--- config.mk ---
export PLATFORM = sky130hd
export DESIGN_NAME = ctl3w_slave
export DESIGN_NICKNAME = d
export VERILOG_FILES = /design/src/rtl/ctl3w_pkg.sv /design/src/rtl/ctl3w_sync.sv /design/src/rtl/ctl3w_frame.sv /design/src/rtl/ctl3w_regfile.sv /design/src/rtl/ctl3w_rdout.sv /design/src/rtl/ctl3w_slave.sv
export SDC_FILE = /design/constraint.sdc
export NUM_CORES = 1
export LEC_CHECK = 0
export ABC_AREA = 1
export CORE_MARGIN = 4
export CORE_UTILIZATION = 45
export CTS_CLUSTER_DIAMETER = 50
export DETAILED_ROUTE_END_ITERATION = 10
export PLACE_DENSITY_LB_ADDON = 0.05
export SLEW_MARGIN = 0
export SYNTH_ARGS = -nofsm -noshare
export SYNTH_HDL_FRONTEND = slang
export SYNTH_SLANG_ARGS = --single-unit
--- constraint.sdc ---
create_clock -name clk -period 2.8 [get_ports clk]
set_input_delay 0.56 -clock clk [delete_from_list [all_inputs] [get_ports clk]]
set_output_delay 0.56 -clock clk [all_outputs]
set_load 0.03 [all_outputs]
--- src/rtl/ctl3w_pkg.sv ---
package ctl3w_pkg;
  localparam int OP_W   = 3;
  localparam int ADDR_W = 5;
  localparam int DATA_W = 8;
  localparam int FRAME_BITS = OP_W + ADDR_W + DATA_W;

  localparam logic [OP_W-1:0] OP_READ  = 3'b011;
  localparam logic [OP_W-1:0] OP_WRITE = 3'b111;

  localparam int STAT_REG = 6;
  localparam int STAT_BIT = 3;
  localparam int FIRST_TEST_REG = 8;

  function automatic logic [DATA_W-1:0] reg_default(input int idx);
    case (idx)
      1:       return 8'h15;
      2:       return 8'h11;
      5:       return 8'h28;
      7:       return 8'h28;
      default: return 8'h00;
    endcase
  endfunction
endpackage

--- src/rtl/ctl3w_sync.sv ---
module ctl3w_sync #(
  parameter int N = 3,
  parameter int STAGES = 2,
  parameter logic [N-1:0] RST_VAL = '0
) (
  input  logic         clk,
  input  logic         rst_n,
  input  logic [N-1:0] d_i,
  output logic [N-1:0] q_o,
  output logic [N-1:0] rise_o,
  output logic [N-1:0] fall_o
);
  for (genvar b = 0; b < N; b++) begin : g_bit
    logic [STAGES-1:0] chain;
    logic              prev;
    always_ff @(posedge clk or negedge rst_n) begin
      if (!rst_n) begin
        chain <= {STAGES{RST_VAL[b]}};
        prev  <= RST_VAL[b];
      end else begin
        chain <= {chain[STAGES-2:0], d_i[b]};
        prev  <= chain[STAGES-1];
      end
    end
    assign q_o[b]    = chain[STAGES-1];
    assign rise_o[b] = chain[STAGES-1] & ~prev;
    assign fall_o[b] = ~chain[STAGES-1] & prev;
  end
endmodule

--- src/rtl/ctl3w_frame.sv ---
module ctl3w_frame
  import ctl3w_pkg::*;
#(
  parameter int NREG = 10,
  parameter int WR_LIMIT = FIRST_TEST_REG
) (
  input  logic              clk,
  input  logic              rst_n,
  input  logic              csn_s,
  input  logic              csn_rise,
  input  logic              sck_rise,
  input  logic              sdi_s,
  output logic              wr_stb_o,
  output logic [ADDR_W-1:0] wr_addr_o,
  output logic [DATA_W-1:0] wr_data_o,
  output logic              rd_ok_o,
  output logic [ADDR_W-1:0] rd_addr_o
);
  localparam int CNT_MAX = FRAME_BITS + 1;
  localparam int CNT_W   = $clog2(CNT_MAX + 1);
  localparam int IDX_W   = $clog2(FRAME_BITS);
  localparam int HDR     = OP_W + ADDR_W;

  logic [CNT_W-1:0]      cnt;
  logic [FRAME_BITS-1:0] sh;
  logic [OP_W-1:0]       op;
  logic [ADDR_W-1:0]     addr;
  logic [DATA_W-1:0]     data;

  assign op   = sh[OP_W-1:0];
  assign addr = sh[HDR-1:OP_W];
  assign data = sh[FRAME_BITS-1:HDR];

  always_ff @(posedge clk or negedge rst_n) begin
    if (!rst_n) begin
      cnt <= '0;
      sh  <= '0;
    end else if (csn_s) begin
      cnt <= '0;
    end else if (sck_rise) begin
      if (cnt < CNT_W'(FRAME_BITS)) sh[cnt[IDX_W-1:0]] <= sdi_s;
      if (cnt < CNT_W'(CNT_MAX)) cnt <= cnt + 1'b1;
    end
  end

  always_ff @(posedge clk or negedge rst_n) begin
    if (!rst_n) begin
      wr_stb_o  <= 1'b0;
      wr_addr_o <= '0;
      wr_data_o <= '0;
    end else begin
      wr_stb_o <= csn_rise && (cnt == CNT_W'(FRAME_BITS)) && (op == OP_WRITE)
                  && (addr < ADDR_W'(WR_LIMIT));
      if (csn_rise) begin
        wr_addr_o <= addr;
        wr_data_o <= data;
      end
    end
  end

  assign rd_ok_o = !csn_s && (cnt >= CNT_W'(HDR)) && (cnt <= CNT_W'(FRAME_BITS))
                   && (op == OP_READ) && (addr < ADDR_W'(NREG));
  assign rd_addr_o = addr;

  assert_wr_after_select_R2: assert property (@(posedge clk) disable iff (!rst_n)
    wr_stb_o |-> csn_s);
  assert_wr_single_pulse_R7: assert property (@(posedge clk) disable iff (!rst_n)
    wr_stb_o |=> !wr_stb_o);
endmodule

--- src/rtl/ctl3w_regfile.sv ---
module ctl3w_regfile
  import ctl3w_pkg::*;
#(
  parameter int NREG = 10,
  parameter int WR_LIMIT = FIRST_TEST_REG
) (
  input  logic                   clk,
  input  logic                   rst_n,
  input  logic                   wr_stb,
  input  logic [ADDR_W-1:0]      wr_addr,
  input  logic [DATA_W-1:0]      wr_data,
  input  logic [ADDR_W-1:0]      rd_addr,
  input  logic                   stat_i,
  output logic [DATA_W-1:0]      rd_data_o,
  output logic [NREG*DATA_W-1:0] regs_o
);
  logic [DATA_W-1:0] q [NREG];

  for (genvar i = 0; i < NREG; i++) begin : g_reg
    localparam logic [DATA_W-1:0] DFLT = reg_default(i);
    localparam logic [DATA_W-1:0] KEEP =
      (i == STAT_REG) ? ~(DATA_W'(1) << STAT_BIT) : {DATA_W{1'b1}};
    always_ff @(posedge clk or negedge rst_n) begin
      if (!rst_n) q[i] <= DFLT;
      else if (wr_stb && wr_addr == ADDR_W'(i)) q[i] <= wr_data & KEEP;
    end
    assign regs_o[i*DATA_W +: DATA_W] = q[i];
  end

  always_comb begin
    rd_data_o = '0;
    for (int i = 0; i < NREG; i++)
      if (rd_addr == ADDR_W'(i)) rd_data_o = q[i];
    if (rd_addr == ADDR_W'(STAT_REG)) rd_data_o[STAT_BIT] = stat_i;
  end

  assert_hold_without_write_R10: assert property (@(posedge clk) disable iff (!rst_n)
    !wr_stb |=> $stable(regs_o));
  assert_write_range_R5: assert property (@(posedge clk) disable iff (!rst_n)
    wr_stb |-> (wr_addr < ADDR_W'(WR_LIMIT)));
endmodule

--- src/rtl/ctl3w_rdout.sv ---
module ctl3w_rdout
  import ctl3w_pkg::*;
(
  input  logic              clk,
  input  logic              rst_n,
  input  logic              csn_s,
  input  logic              sck_fall,
  input  logic              rd_ok,
  input  logic [DATA_W-1:0] rd_byte,
  output logic              sdo_o,
  output logic              sdo_en_o
);
  logic [DATA_W-1:0] sh;
  logic              en;

  always_ff @(posedge clk or negedge rst_n) begin
    if (!rst_n) begin
      en <= 1'b0;
      sh <= '0;
    end else if (csn_s || !rd_ok) begin
      en <= 1'b0;
    end else if (sck_fall) begin
      if (!en) begin
        en <= 1'b1;
        sh <= rd_byte;
      end else begin
        sh <= sh >> 1;
      end
    end
  end

  assign sdo_en_o = en;
  assign sdo_o    = en & sh[0];

  assert_quiet_when_idle_R4: assert property (@(posedge clk) disable iff (!rst_n)
    csn_s |=> !sdo_en_o);
  assert_drive_only_on_read_R8: assert property (@(posedge clk) disable iff (!rst_n)
    sdo_en_o |-> $past(rd_ok));
  assert_bit_held_between_edges_R3: assert property (@(posedge clk) disable iff (!rst_n)
    (sdo_en_o && $past(sdo_en_o) && !$past(sck_fall)) |-> $stable(sdo_o));
endmodule

--- src/rtl/ctl3w_slave.sv ---
module ctl3w_slave
  import ctl3w_pkg::*;
#(
  parameter int NUM_REGS = 10,
  parameter int SYNC_STAGES = 2
) (
  input  logic                       clk,
  input  logic                       rst_n,
  input  logic                       cs_n,
  input  logic                       sclk,
  input  logic                       sdi,
  input  logic                       stat_i,
  output logic                       sdo,
  output logic                       sdo_en,
  output logic [NUM_REGS*DATA_W-1:0] regs_o
);
  logic [2:0] s_q, s_rise, s_fall;
  logic              wr_stb, rd_ok;
  logic [ADDR_W-1:0] wr_addr, rd_addr;
  logic [DATA_W-1:0] wr_data, rd_byte;

  ctl3w_sync #(.N(3), .STAGES(SYNC_STAGES), .RST_VAL(3'b001)) u_sync (
    .clk(clk), .rst_n(rst_n), .d_i({sdi, sclk, cs_n}),
    .q_o(s_q), .rise_o(s_rise), .fall_o(s_fall));

  ctl3w_frame #(.NREG(NUM_REGS), .WR_LIMIT(FIRST_TEST_REG)) u_frame (
    .clk(clk), .rst_n(rst_n), .csn_s(s_q[0]), .csn_rise(s_rise[0]),
    .sck_rise(s_rise[1]), .sdi_s(s_q[2]),
    .wr_stb_o(wr_stb), .wr_addr_o(wr_addr), .wr_data_o(wr_data),
    .rd_ok_o(rd_ok), .rd_addr_o(rd_addr));

  ctl3w_regfile #(.NREG(NUM_REGS), .WR_LIMIT(FIRST_TEST_REG)) u_regs (
    .clk(clk), .rst_n(rst_n), .wr_stb(wr_stb), .wr_addr(wr_addr),
    .wr_data(wr_data), .rd_addr(rd_addr), .stat_i(stat_i),
    .rd_data_o(rd_byte), .regs_o(regs_o));

  ctl3w_rdout u_rdout (
    .clk(clk), .rst_n(rst_n), .csn_s(s_q[0]), .sck_fall(s_fall[1]),
    .rd_ok(rd_ok), .rd_byte(rd_byte), .sdo_o(sdo), .sdo_en_o(sdo_en));
endmodule

==> results of run 1 <==
==> flip-flops by register name, indices dropped and copies added (netlist names) <==
register	cells
u_rdout.sh	8
u_sync.g_bit.prev	2
u_sync.g_bit.chain	6
u_frame.wr_data_o	8
u_frame.cnt	5
u_frame.wr_addr_o	5
u_frame.sh	16
u_rdout.sdo_en_o	1
u_regs.regs_o	79
u_frame.wr_stb_o	1
==> cells by family (layout without fill, tap and decap cells) <==
| logic type | after synthesis | count (layout) | share of synthesized area (%) |
|---|---|---|---|
| buf+inv | 101 | 194 | 6.91 |
| flops | 131 | 131 | 56.0 |
| compound gates | 168 | 168 | 15.0 |
| fa+ha+maj | 4 | 4 | 0.851 |
| other cells | 1 | 1 | 0.0638 |
| simple gates | 276 | 276 | 21.2 |
==> layout make-up <==
| cell class | count | area (sq um) |
|---|---|---|
| Multi-Input combinational cell | 449 | 2180 |
| Inverter | 74 | 285 |
| Clock inverter | 10 | 130 |
| Timing Repair Buffer | 88 | 898 |
| Clock buffer | 22 | 474 |
| Tap cell | 172 | 215 |
| Fill cell | 1151 | 5250 |
| Sequential cell | 131 | 3290 |
==> cell usage in the layout (no fill, tap or decap), types with 5 or more instances in the layout <==
master,instances
clkinv_2,5
clkbuf_16,17
a21oi_1,49
inv_1,64
inv_2,8
nand2_1,168
nand4_1,19
nand3_1,15
o21ai_0,95
dfstp_2,12
a31oi_1,15
nor2_2,6
nor2_1,49
clkdlybuf4s50_1,85
dfrtp_1,119
==> worst paths after layout <==
check | start | slack (ns) | to | cells after the start
min in group clk | u_sync.g_bit[1].chain[0] | 0.35 | u_sync.g_bit[1].chain[1] | 0
min | rst_n | 0.14 | u_regs.regs_o[46] | 2
max in group asynchronous | rst_n | 2.26 | u_sync.g_bit[0].prev | 2
max | u_rdout.sdo_en_o | 0.43 | sdo | 3
max reg2reg | u_frame.sh[5] | 0.88 | u_rdout.sh[3] | 9
min reg2reg | u_sync.g_bit[1].chain[0] | 0.35 | u_sync.g_bit[1].chain[1] | 0
==> stage by stage <==
step	hold slack (ns)	instance area (sq um)	utilization [%]	power (uW)	worst slack, ns
global route	0.149	7480	58.8	4550	0.351
finish	0.138	7480	58.8	4410	0.429
floorplan	0.264	5880	-	2080	1.17
CTS	0.137	7480	58.8	4440	0.412
detailed placement	0.338	6870	54.0	2190	0.871
global placement	0.334	6870	54.0	2180	0.897
==> cells in the mapped netlist, drive strengths merged <==
master  number  area share, %
clkbuf      22            1.4
o211a        1           0.17
clkinv       1           0.15
ha           4           0.85
nor4         4           0.94
nand2      169             11
buf          5           0.66
a31oi       15            1.6
or2          4           0.43
nand3       18            2.0
o22ai        4           0.43
nor2        58            4.3
inv         73            4.7
dfrtp      119             51
nand4       20            2.4
a21boi       1           0.19
nor3         3           0.26
o21ai       97            8.3
a21oi       50            4.3
conb         1          0.064
dfstp       12            5.4
==> power groups by stage <==
| stage | Combinational (uW) | Sequential [uW] | Clock (uW) |
|---|---|---|---|
| after global routing | 226 | 1960 | 2370 |
| after floorplan | 101 | 1980 | 0 |
| after global placement | 200 | 1980 | 0 |
| after CTS | 207 | 1950 | 2280 |
| final | 203 | 1950 | 2250 |
| after detailed placement | 206 | 1980 | 0 |
==> per-layer routing <==
metal	vias up	global-route usage, %	routed length [um]
li1	2395	-	-
met3	26	4.93	1030
met4	0	8.96	359
met2	175	36.3	7670
met1	2405	32.1	7220
met5	-	0	0
==> summary.md, run 1 <==
| Metric | Value |
|---|---|
| Area Growth Syn to Fin | 27.1% |
| Antenna-violating nets left | 0 |
| Global Route Usage Sum | 23.3% |
| Clk pin slew, worst setup/hold paths | 0.05 ns |
| Vias in the first global route | 4742 |
| Vias/cell | approximately 5.3 |
| Setup TNS | 0 ns |
| Cells resized by post-CTS repair | 0 |
| Clock Tree Root | clkbuf_16 |
| Crit path buf inv count | 2 |
| Crit-path max FO | 11 |
| RSZ-0062 raised after global routing | false |
| Die width | 122 um |
| Max_cap viols | 0 |
| Slew margin rel. | 57.7% |
| Htree depth | 4 |
| Combinational fraction of design power | 4.6% |
| Post-synth cell types | 36 |
| Crit-path max cell delay | around 0.66 ns |
| Die H | around 120 um |
| WP data required | roughly 2.2 ns |
| Arrival @ worst endpoint | roughly 1.8 ns |
| Hold WC Path Type | input pin to asynchronous set/reset pin |
| Worst path slowest cell | clkdlybuf4s50_1 |
| #FFs+latches synth | ~130 |
| NetSw | 974 uW |
| Outcome | completed |
| Routed WL per cell | 17.2 um |
| Syn Inst Count | between 600 and 700 |
| Setup violators final | 0 |
| Hold-fix buffers at CTS | 0 |
| Clk_lat worst skew | approximately 0.42 ns |
| Net count after synthesis | 691 |
| Crit start category | flop |
| Crit. End Element | output pin |
| Yosys warnings | 0 |
| Grt ovf | 0 |
| ANT cells | 0 |
| Crit share post-route | 84.7% |
| Ports | 88 |
| Avg Cell Area, Syn | 8.64 sq um |
| CP top delay family | buffers and inverters |
| Largest net degree at the start of global routing | 77 |
| Gpl congestion | 0.853 |
| Crit Path Category | flop to output pin |
| Worst slew pin tran | between 0.6 and 0.7 ns |
| CTS tree | built |
| Initial DRT Pass Iterations | 5 |
| Clock buffer depth | 2 |
| Net Sw Frac | 22.1% |
| Clk pwr share | 51.1% |
| Share of layout cells above drive strength 1 | under 10% |
| Initial drt markers | 407 |
| CTS buffer count | 17 |
| P_int | 3430 uW |
| Fin cells | 946 |
| Final min period | approximately 2.4 ns |
| Fin. max-slew vios | 0 |
| Residual DRC | 0 |
| Sequential power share | 44.3% |
| Post-Syn Area | around 6000 sq um |
| WL final | 16300 um |
| FP Rows | 41 |
| Register area share after synthesis | between 50 and 60% |
| Max Freq | 422 MHz |
| Setup Buffers After CTS | 0 |
| Die ar. | 15000 sq um |
| Final hold vios | 0 |
| Initial Util | between 40% and 50% |
| CTS sink count | 131 |
| Initial antenna violation count | 0 |
| First-pass GRT wire length | 26100 um |
| Core ar. | 12700 sq um |
| Cell Chain, Critical Path | nand2_1, inv_1, clkdlybuf4s50_1 |
| Post-DP HPWL | roughly 12000 um |
| Layout Nets | 771 |
| Via count | 5001 |
| Pwr Density | 589 nW/um^2 |
| Placed insts | 914 |
| Port Buf Inserts | 86 |
| Worst Skew | 0.00796 ns |
| Lkg Pwr | 0.00325 uW |
| Peak supply drop | 0.347 mV |
Power figures use the tool's default switching activity.
==> run 2, diff against run 1 <==
clock period = 2.1 ns   (was 2.8 ns; I/O delays follow)
==> run 2 against run 1 <==
  * Total power is 34% higher
  * Die area stayed put
  * Sequential power grew 33%
  * Largest power group unchanged
  * Register-to-register slack lost 0.73 ns
  * Core utilization is 0.49 points higher
  * Worst setup slack got worse by 0.39 ns
  * Worst hold slack gained 0.21 ns
  * Highest routed layer unchanged
  * Critical path depth shrank 2
==> summary.md, run 2 (synthesis gave the netlist of run 1 again) <==
| Metric | Value |
|---|---|
| Crit path buf inv count | 1 (was 2) |
| Max reg flops | 79 (unchanged) |
| Area Growth Syn to Fin | 28.2% (was 27.1%) |
| Ports | 88 (unchanged) |
| Commonest non-fill, non-tap cell in the layout | nand2_1 (unchanged) |
| Pwr Total | 5910 uW (was 4410 uW) |
| Clk_lat worst skew | 0.42 ns (about the same) |
| CTS tree | built (unchanged) |
| Crit start category | flop (unchanged) |
| CTS sink count | 131 (unchanged) |
| Slew margin rel. | 55.5% (was 57.7%) |
| Residual DRC | 0 (unchanged) |
| ANT cells | 0 (unchanged) |
| Crit. End Element | output pin (unchanged) |
| Worst slew pin tran | 0.664 ns (was 0.632 ns) |
| Lkg Pwr | 0.00335 uW (was 0.00325 uW) |
| First-pass GRT wire length | 26500 um (was 26100 um) |
| Vias in the first global route | 4796 (was 4742) |
| Crit share post-route | 98.2% |
| Outcome | completed (unchanged) |
| Crit-path max cell delay | 0.67 ns (was 0.66 ns) |
| Layout Nets | 776 (was 771) |
| Setup violators final | 0 (unchanged) |
| Setup TNS | 0 ns (unchanged) |
| Die ar. | 15000 sq um (unchanged) |
| Most frequent cells in the layout | nand2_1, dfrtp_1, o21ai_0 (unchanged) |
| Share of layout cells above drive strength 1 | 10.3% (was 9.56%) |
| Worst Skew | 0.00691 ns (was 0.00796 ns) |
| Peak supply drop | 0.673 mV (was 0.347 mV) |
| Max_cap viols | 0 (unchanged) |
| Max Freq | 485 MHz |
| Grt ovf | 0 (unchanged) |
| Initial Util | 46.2% (unchanged) |
| Final hold vios | 0 (unchanged) |
| Largest net degree at the start of global routing | 55 (was 77) |
| Clock Tree Root | clkbuf_16 (unchanged) |
| Fin. max-slew vios | 0 (unchanged) |
| Worst path slowest cell | clkdlybuf4s50_1 (unchanged) |
| Cell Chain, Critical Path | clkdlybuf4s50_1 (was nand2_1, inv_1, clkdlybuf4s50_1) |
| Initial DRT Pass Iterations | 5 (unchanged) |
| Gpl congestion | 0.920 (was 0.853) |
| Crit-path max FO | 3 (was 11) |
| Core ar. | 12700 sq um (unchanged) |
| Crit Path Category | flop to output pin (unchanged) |
| Clk pin slew, worst setup/hold paths | 0.05 ns (about the same) |
| Antenna-violating nets left | 0 (unchanged) |
| Arrival @ worst endpoint | 1.64 ns (was 1.81 ns) |
| FP Rows | 41 (unchanged) |
| Initial antenna violation count | 0 (unchanged) |
| Post-DP HPWL | 11800 um (was 11500 um) |
| Vias/cell | 5.31 (was 5.29) |
| Port Buf Inserts | 86 (unchanged) |
| WL final | 16500 um (was 16300 um) |
| Routed WL per cell | 17.4 um (was 17.2 um) |
| CTS buffer count | 17 (unchanged) |
| CP top delay family | buffers and inverters (unchanged) |
| Htree depth | 4 (unchanged) |
| Initial drt markers | 454 (was 407) |
| Global Route Usage Sum | 23.5% (was 23.3%) |
| WP data required | 1.68 ns (was 2.24 ns) |
| Number of fill cells | 1198 (was 1151) |
| Hold WC Path Type | flop to flop (was input pin to asynchronous set/reset pin) |
| Die H | 122 um (unchanged) |
| Die width | 122 um (unchanged) |
| Clock buffer depth | 2 (unchanged) |
| RSZ-0062 raised after global routing | false (unchanged) |
| Final min period | between 2 and 2.5 ns |
| Via count | 5046 (was 5001) |
| Pwr Density | 784 nW/um^2 (was 589 nW/um^2) |
==> run 2: final cells by class <==
cell class | instances | area, sq um | area share (%)
flip-flops and latches | 131 | 3290 | 43.7
multi-input cells | 449 | 2190 | 29.0
repair buffers | 93 | 948 | 12.6
clock buffers | 19 | 453 | 6.01
inverters | 74 | 285 | 3.78
well taps | 172 | 215 | 2.85
clock inverters | 13 | 159 | 2.11
==> run 2: power by group <==
| part | switching [uW] | internal (uW) |
|---|---|---|
| clock network | 1110 | 1920 |
| logic | 213 | 59.3 |
| registers | 30.3 | 2570 |
==> run 2: timing repair <==
item	in CTS	in global routing
hold buffers	1	0
resized for setup	0	5
hold endpoints to repair	21	0
setup buffers	0	0
endpoints found under the setup margin	0	5
==> run 2: stage by stage <==
stage | utilization [%] | instance area, sq um | hold WS, ns | std cells | worst slack, ns
floorplan | - | 5880 | 0.124 | 681 | 0.604
global placement | 54.3 | 6900 | 0.335 | 918 | 0.274
detailed placement | 54.3 | 6900 | 0.335 | 918 | 0.179
CTS | 59.1 | 7520 | 0.345 | 951 | 0.0168
global route | 59.3 | 7540 | 0.350 | 951 | 0.00244
finish | 59.3 | 7540 | 0.345 | 951 | 0.0388
==> run 2: per-layer routing <==
layer  vias to the layer above  routed length, um  track usage, %
met5                         -                  0               0
met4                         0                396            8.89
met3                        29               1030            5.62
met2                       171               7620            35.7
met1                      2438               7450            32.8
li1                       2408                  -               -
==> run 2: path summary, 6_finish.rpt <==
check | start | endpoint | slack (ns) | cells past startpoint
worst min-delay path | u_sync.g_bit[1].chain[0] | u_sync.g_bit[1].chain[1] | 0.34 | 0
worst max register to register | u_frame.sh[5] | u_rdout.sh[3] | 0.15 | 9
worst min register to register | u_sync.g_bit[1].chain[0] | u_sync.g_bit[1].chain[1] | 0.34 | 0
min in group asynchronous | rst_n | u_regs.regs_o[46] | 0.45 | 2
max in group asynchronous | rst_n | u_sync.g_bit[0].chain[0] | 0.99 | 3
worst max-delay path | u_regs.regs_o[10] | regs_o[10] | 0.04 | 1
==> run 3, diff against run 2 <==
REMOVE_ABC_BUFFERS = 1   (was unset)
==> run 3 against run 2 <==
  * Global-route usage shrank 0.66 points
  * Highest routed layer unchanged
  * Clock skew fell by 0.0020 ns
  * Largest power group unchanged
  * Sequential cell count unchanged
==> summary.md, run 3 (synthesis gave the netlist of run 1 again) <==
| Metric | Value |
|---|---|
| Die ar. | 15000 sq um (unchanged) |
| Crit share post-route | 97.9% (was 98.2%) |
| Final min period | 2.06 ns (about the same) |
| Hold path depth | 0 (unchanged) |
| Pwr Density | 778 nW/um^2 (was 784 nW/um^2) |
| RR Startpoint | u_frame.cnt[0] (was u_frame.sh[5]) |
| WL final | 16100 um (was 16500 um) |
| Hold Startpoint | u_sync.g_bit[2].chain[0] (was u_sync.g_bit[1].chain[0]) |
| Crit path buf inv count | 1 (unchanged) |
| Worst path slowest cell | clkdlybuf4s50_1 (unchanged) |
| Global Route Usage Sum | 22.8% (was 23.5%) |
| Lkg Pwr | 0.00333 uW (was 0.00335 uW) |
| Die H | 122 um (unchanged) |
| Fin. max-slew vios | 0 (unchanged) |
| Clock buffer depth | 2 (unchanged) |
| Initial DRT Pass Iterations | 5 (unchanged) |
| Antenna-violating nets left | 0 (unchanged) |
| Worst slew pin tran | 0.607 ns (was 0.664 ns) |
| Slew margin rel. | 59.5% (was 55.5%) |
| Port Buf Inserts | 86 (unchanged) |
| Die width | 122 um (unchanged) |
| Vias in the first global route | 4898 (was 4796) |
| RSZ-0062 raised after global routing | false (unchanged) |
| P_int | 4520 uW (was 4560 uW) |
| Initial antenna violation count | 0 (unchanged) |
| Layout Nets | 777 (was 776) |
| CP top delay family | buffers and inverters (unchanged) |
| Crit-path max FO | 3 (unchanged) |
| Final core utilization | 59.2% (was 59.3%) |
| Htree depth | 4 (unchanged) |
| Clk pin slew, worst setup/hold paths | 0.06 ns (was 0.05 ns) |
| ANT cells | 0 (unchanged) |
| Worst reg2reg endpoint | u_rdout.sh[7] (was u_rdout.sh[3]) |
| Via count | 4987 (was 5046) |
| CTS tree | built (unchanged) |
| Net Sw Frac | 22.9% (about the same) |
| Number of fill cells | 1171 (was 1198) |
| Most frequent cells in the layout | nand2_1, dfrtp_1, o21ai_0 (unchanged) |
| Vias/cell | 5.24 (was 5.31) |
| Crit-path max cell delay | 0.67 ns (about the same) |
| Final hold vios | 0 (unchanged) |
| Commonest non-fill, non-tap cell in the layout | nand2_1 (unchanged) |
| Crit Path Category | flop to output pin (unchanged) |
| Residual DRC | 0 (unchanged) |
| Clock Tree Root | clkbuf_16 (unchanged) |
| Largest net degree at the start of global routing | 55 (unchanged) |
| Core ar. | 12700 sq um (unchanged) |
| Worst Skew | 0.00489 ns (was 0.00691 ns) |
| Combinational fraction of design power | 4.6% (about the same) |
| Sequential power share | 44.4% (was 44.1%) |
| Arrival @ worst endpoint | 1.64 ns (about the same) |
| Area Growth Syn to Fin | 28.1% (was 28.2%) |
| Setup TNS | 0 ns (unchanged) |
| Setup violators final | 0 (unchanged) |
| Clk_lat worst skew | 0.42 ns (about the same) |
| Post-DP HPWL | 11400 um (was 11800 um) |
| Initial drt markers | 392 (was 454) |
| Crit. End Element | output pin (unchanged) |
| Initial Util | 46.2% (unchanged) |
| Placed inst area | 6910 sq um (was 6900 sq um) |
| FP Rows | 41 (unchanged) |
| Post-route cell area | 7530 sq um (was 7540 sq um) |
| Outcome | completed (unchanged) |
| Gpl congestion | 0.867 (was 0.920) |
| Max Freq | 486 MHz (was 485 MHz) |
| R2R cell count | 10 (was 9) |
| Grt ovf | 0 (unchanged) |
| WP data required | 1.68 ns (about the same) |
| Clk pwr share | 51.0% (was 51.3%) |
| Max reg flops | 79 (unchanged) |
| NetSw | 1340 uW (was 1350 uW) |
| Max_cap viols | 0 (unchanged) |
| Routed WL per cell | 16.9 um (was 17.4 um) |
| CTS buffer count | 17 (unchanged) |
| Crit start category | flop (unchanged) |
| Share of layout cells above drive strength 1 | 10.5% (was 10.3%) |
| CTS sink count | 131 (unchanged) |
| Peak supply drop | 0.672 mV (was 0.673 mV) |
| Hold WC Path Type | flop to flop (unchanged) |
| Worst Hold Path EP | u_sync.g_bit[2].chain[1] (was u_sync.g_bit[1].chain[1]) |
| First-pass GRT wire length | 25900 um (was 26500 um) |
| Ports | 88 (unchanged) |
| Cell Chain, Critical Path | clkdlybuf4s50_1 (unchanged) |
| Reg-to-reg slack, setup | 0.17 ns (was 0.15 ns) |
run 3: cell types whose count changed in the layout (fill, tap and decap cells not counted), sizes merged:
cell	before	now
clkbuf	19	18
clkdlybuf4s50	81	80
buf	7	8
clkinvlp	3	7
clkinv	8	5
dlygate4sd2	0	1
run 3: layout make-up:
class	instances	area, sq um	area share [%]
flip-flops and latches	131	3290	43.7
clock inverters	14	163	2.16
multi-input cells	449	2180	29.0
clock buffers	18	439	5.83
inverters	74	285	3.79
well taps	172	215	2.86
repair buffers	94	955	12.7
run 3: worst reg2reg max path, stage by stage (launching register included):
cell     delay, ns
dfrtp_1       0.42
inv_1         0.16
ha_1          0.20
nand3_1       0.13
o21ai_1       0.22
nand3_4       0.17
inv_4         0.14
nand2_2       0.09
nor2_1        0.19
nand2_1       0.08
nand2_1       0.06
run 3: per-stage QoR:
| stage | setup slack, ns | instances | total power [uW] | hold slack (ns) |
|---|---|---|---|---|
| 2_1_floorplan | 0.477 | 654 | 2760 | 0.124 |
| 3_3_place_gp | 0.246 | 919 | 2910 | 0.335 |
| 3_5_place_dp | 0.187 | 919 | 2920 | 0.338 |
| 4_1_cts | 0.00966 | 952 | 5910 | 0.351 |
| 5_1_grt | 0.00164 | 952 | 6060 | 0.357 |
| 6_report | 0.0433 | 952 | 5860 | 0.349 |
run 3: layer usage:
| metal | GRT usage [%] | vias to the layer above | share of wire (%) |
|---|---|---|---|
| li1 | - | 2406 | - |
| met1 | 30.9 | 2404 | 44 |
| met2 | 36.3 | 147 | 48 |
| met3 | 4.56 | 30 | 5.5 |
| met4 | 8.89 | 0 | 2.1 |
| met5 | 0 | - | 0 |
run 3: how the worst max path moves through the flow:
stage / startpoint / endpoint / slack [ns] / cells past startpoint
finish: u_regs.regs_o[43] / regs_o[43] / 0.04 / 1
global route: u_regs.regs_o[43] / regs_o[43] / 0.002 / 1
floorplan: u_frame.sh[5] / u_rdout.sh[3] / 0.48 / 9
CTS: u_regs.regs_o[10] / regs_o[10] / 0.01 / 1
global placement: u_frame.cnt[0] / u_rdout.sh[7] / 0.25 / 10
detailed placement: u_frame.cnt[0] / u_rdout.sh[7] / 0.19 / 10
run 3: power by group through the flow:
stage | clock (uW) | sequential (uW) | combinational [uW]
2_1_floorplan | 0 | 2640 | 123
6_report | 2990 | 2600 | 268
3_3_place_gp | 0 | 2640 | 267
5_1_grt | 3150 | 2610 | 301
3_5_place_dp | 0 | 2650 | 272
4_1_cts | 3030 | 2600 | 275
run 3: timing repair:
item / in CTS / in global routing
pin swaps: 0 / 0
setup buffers: 0 / 0
gates resized for setup: 2 / 4
hold buffers: 1 / 0
setup endpoints to repair: 2 / 4
endpoints found under the hold margin: 31 / 0
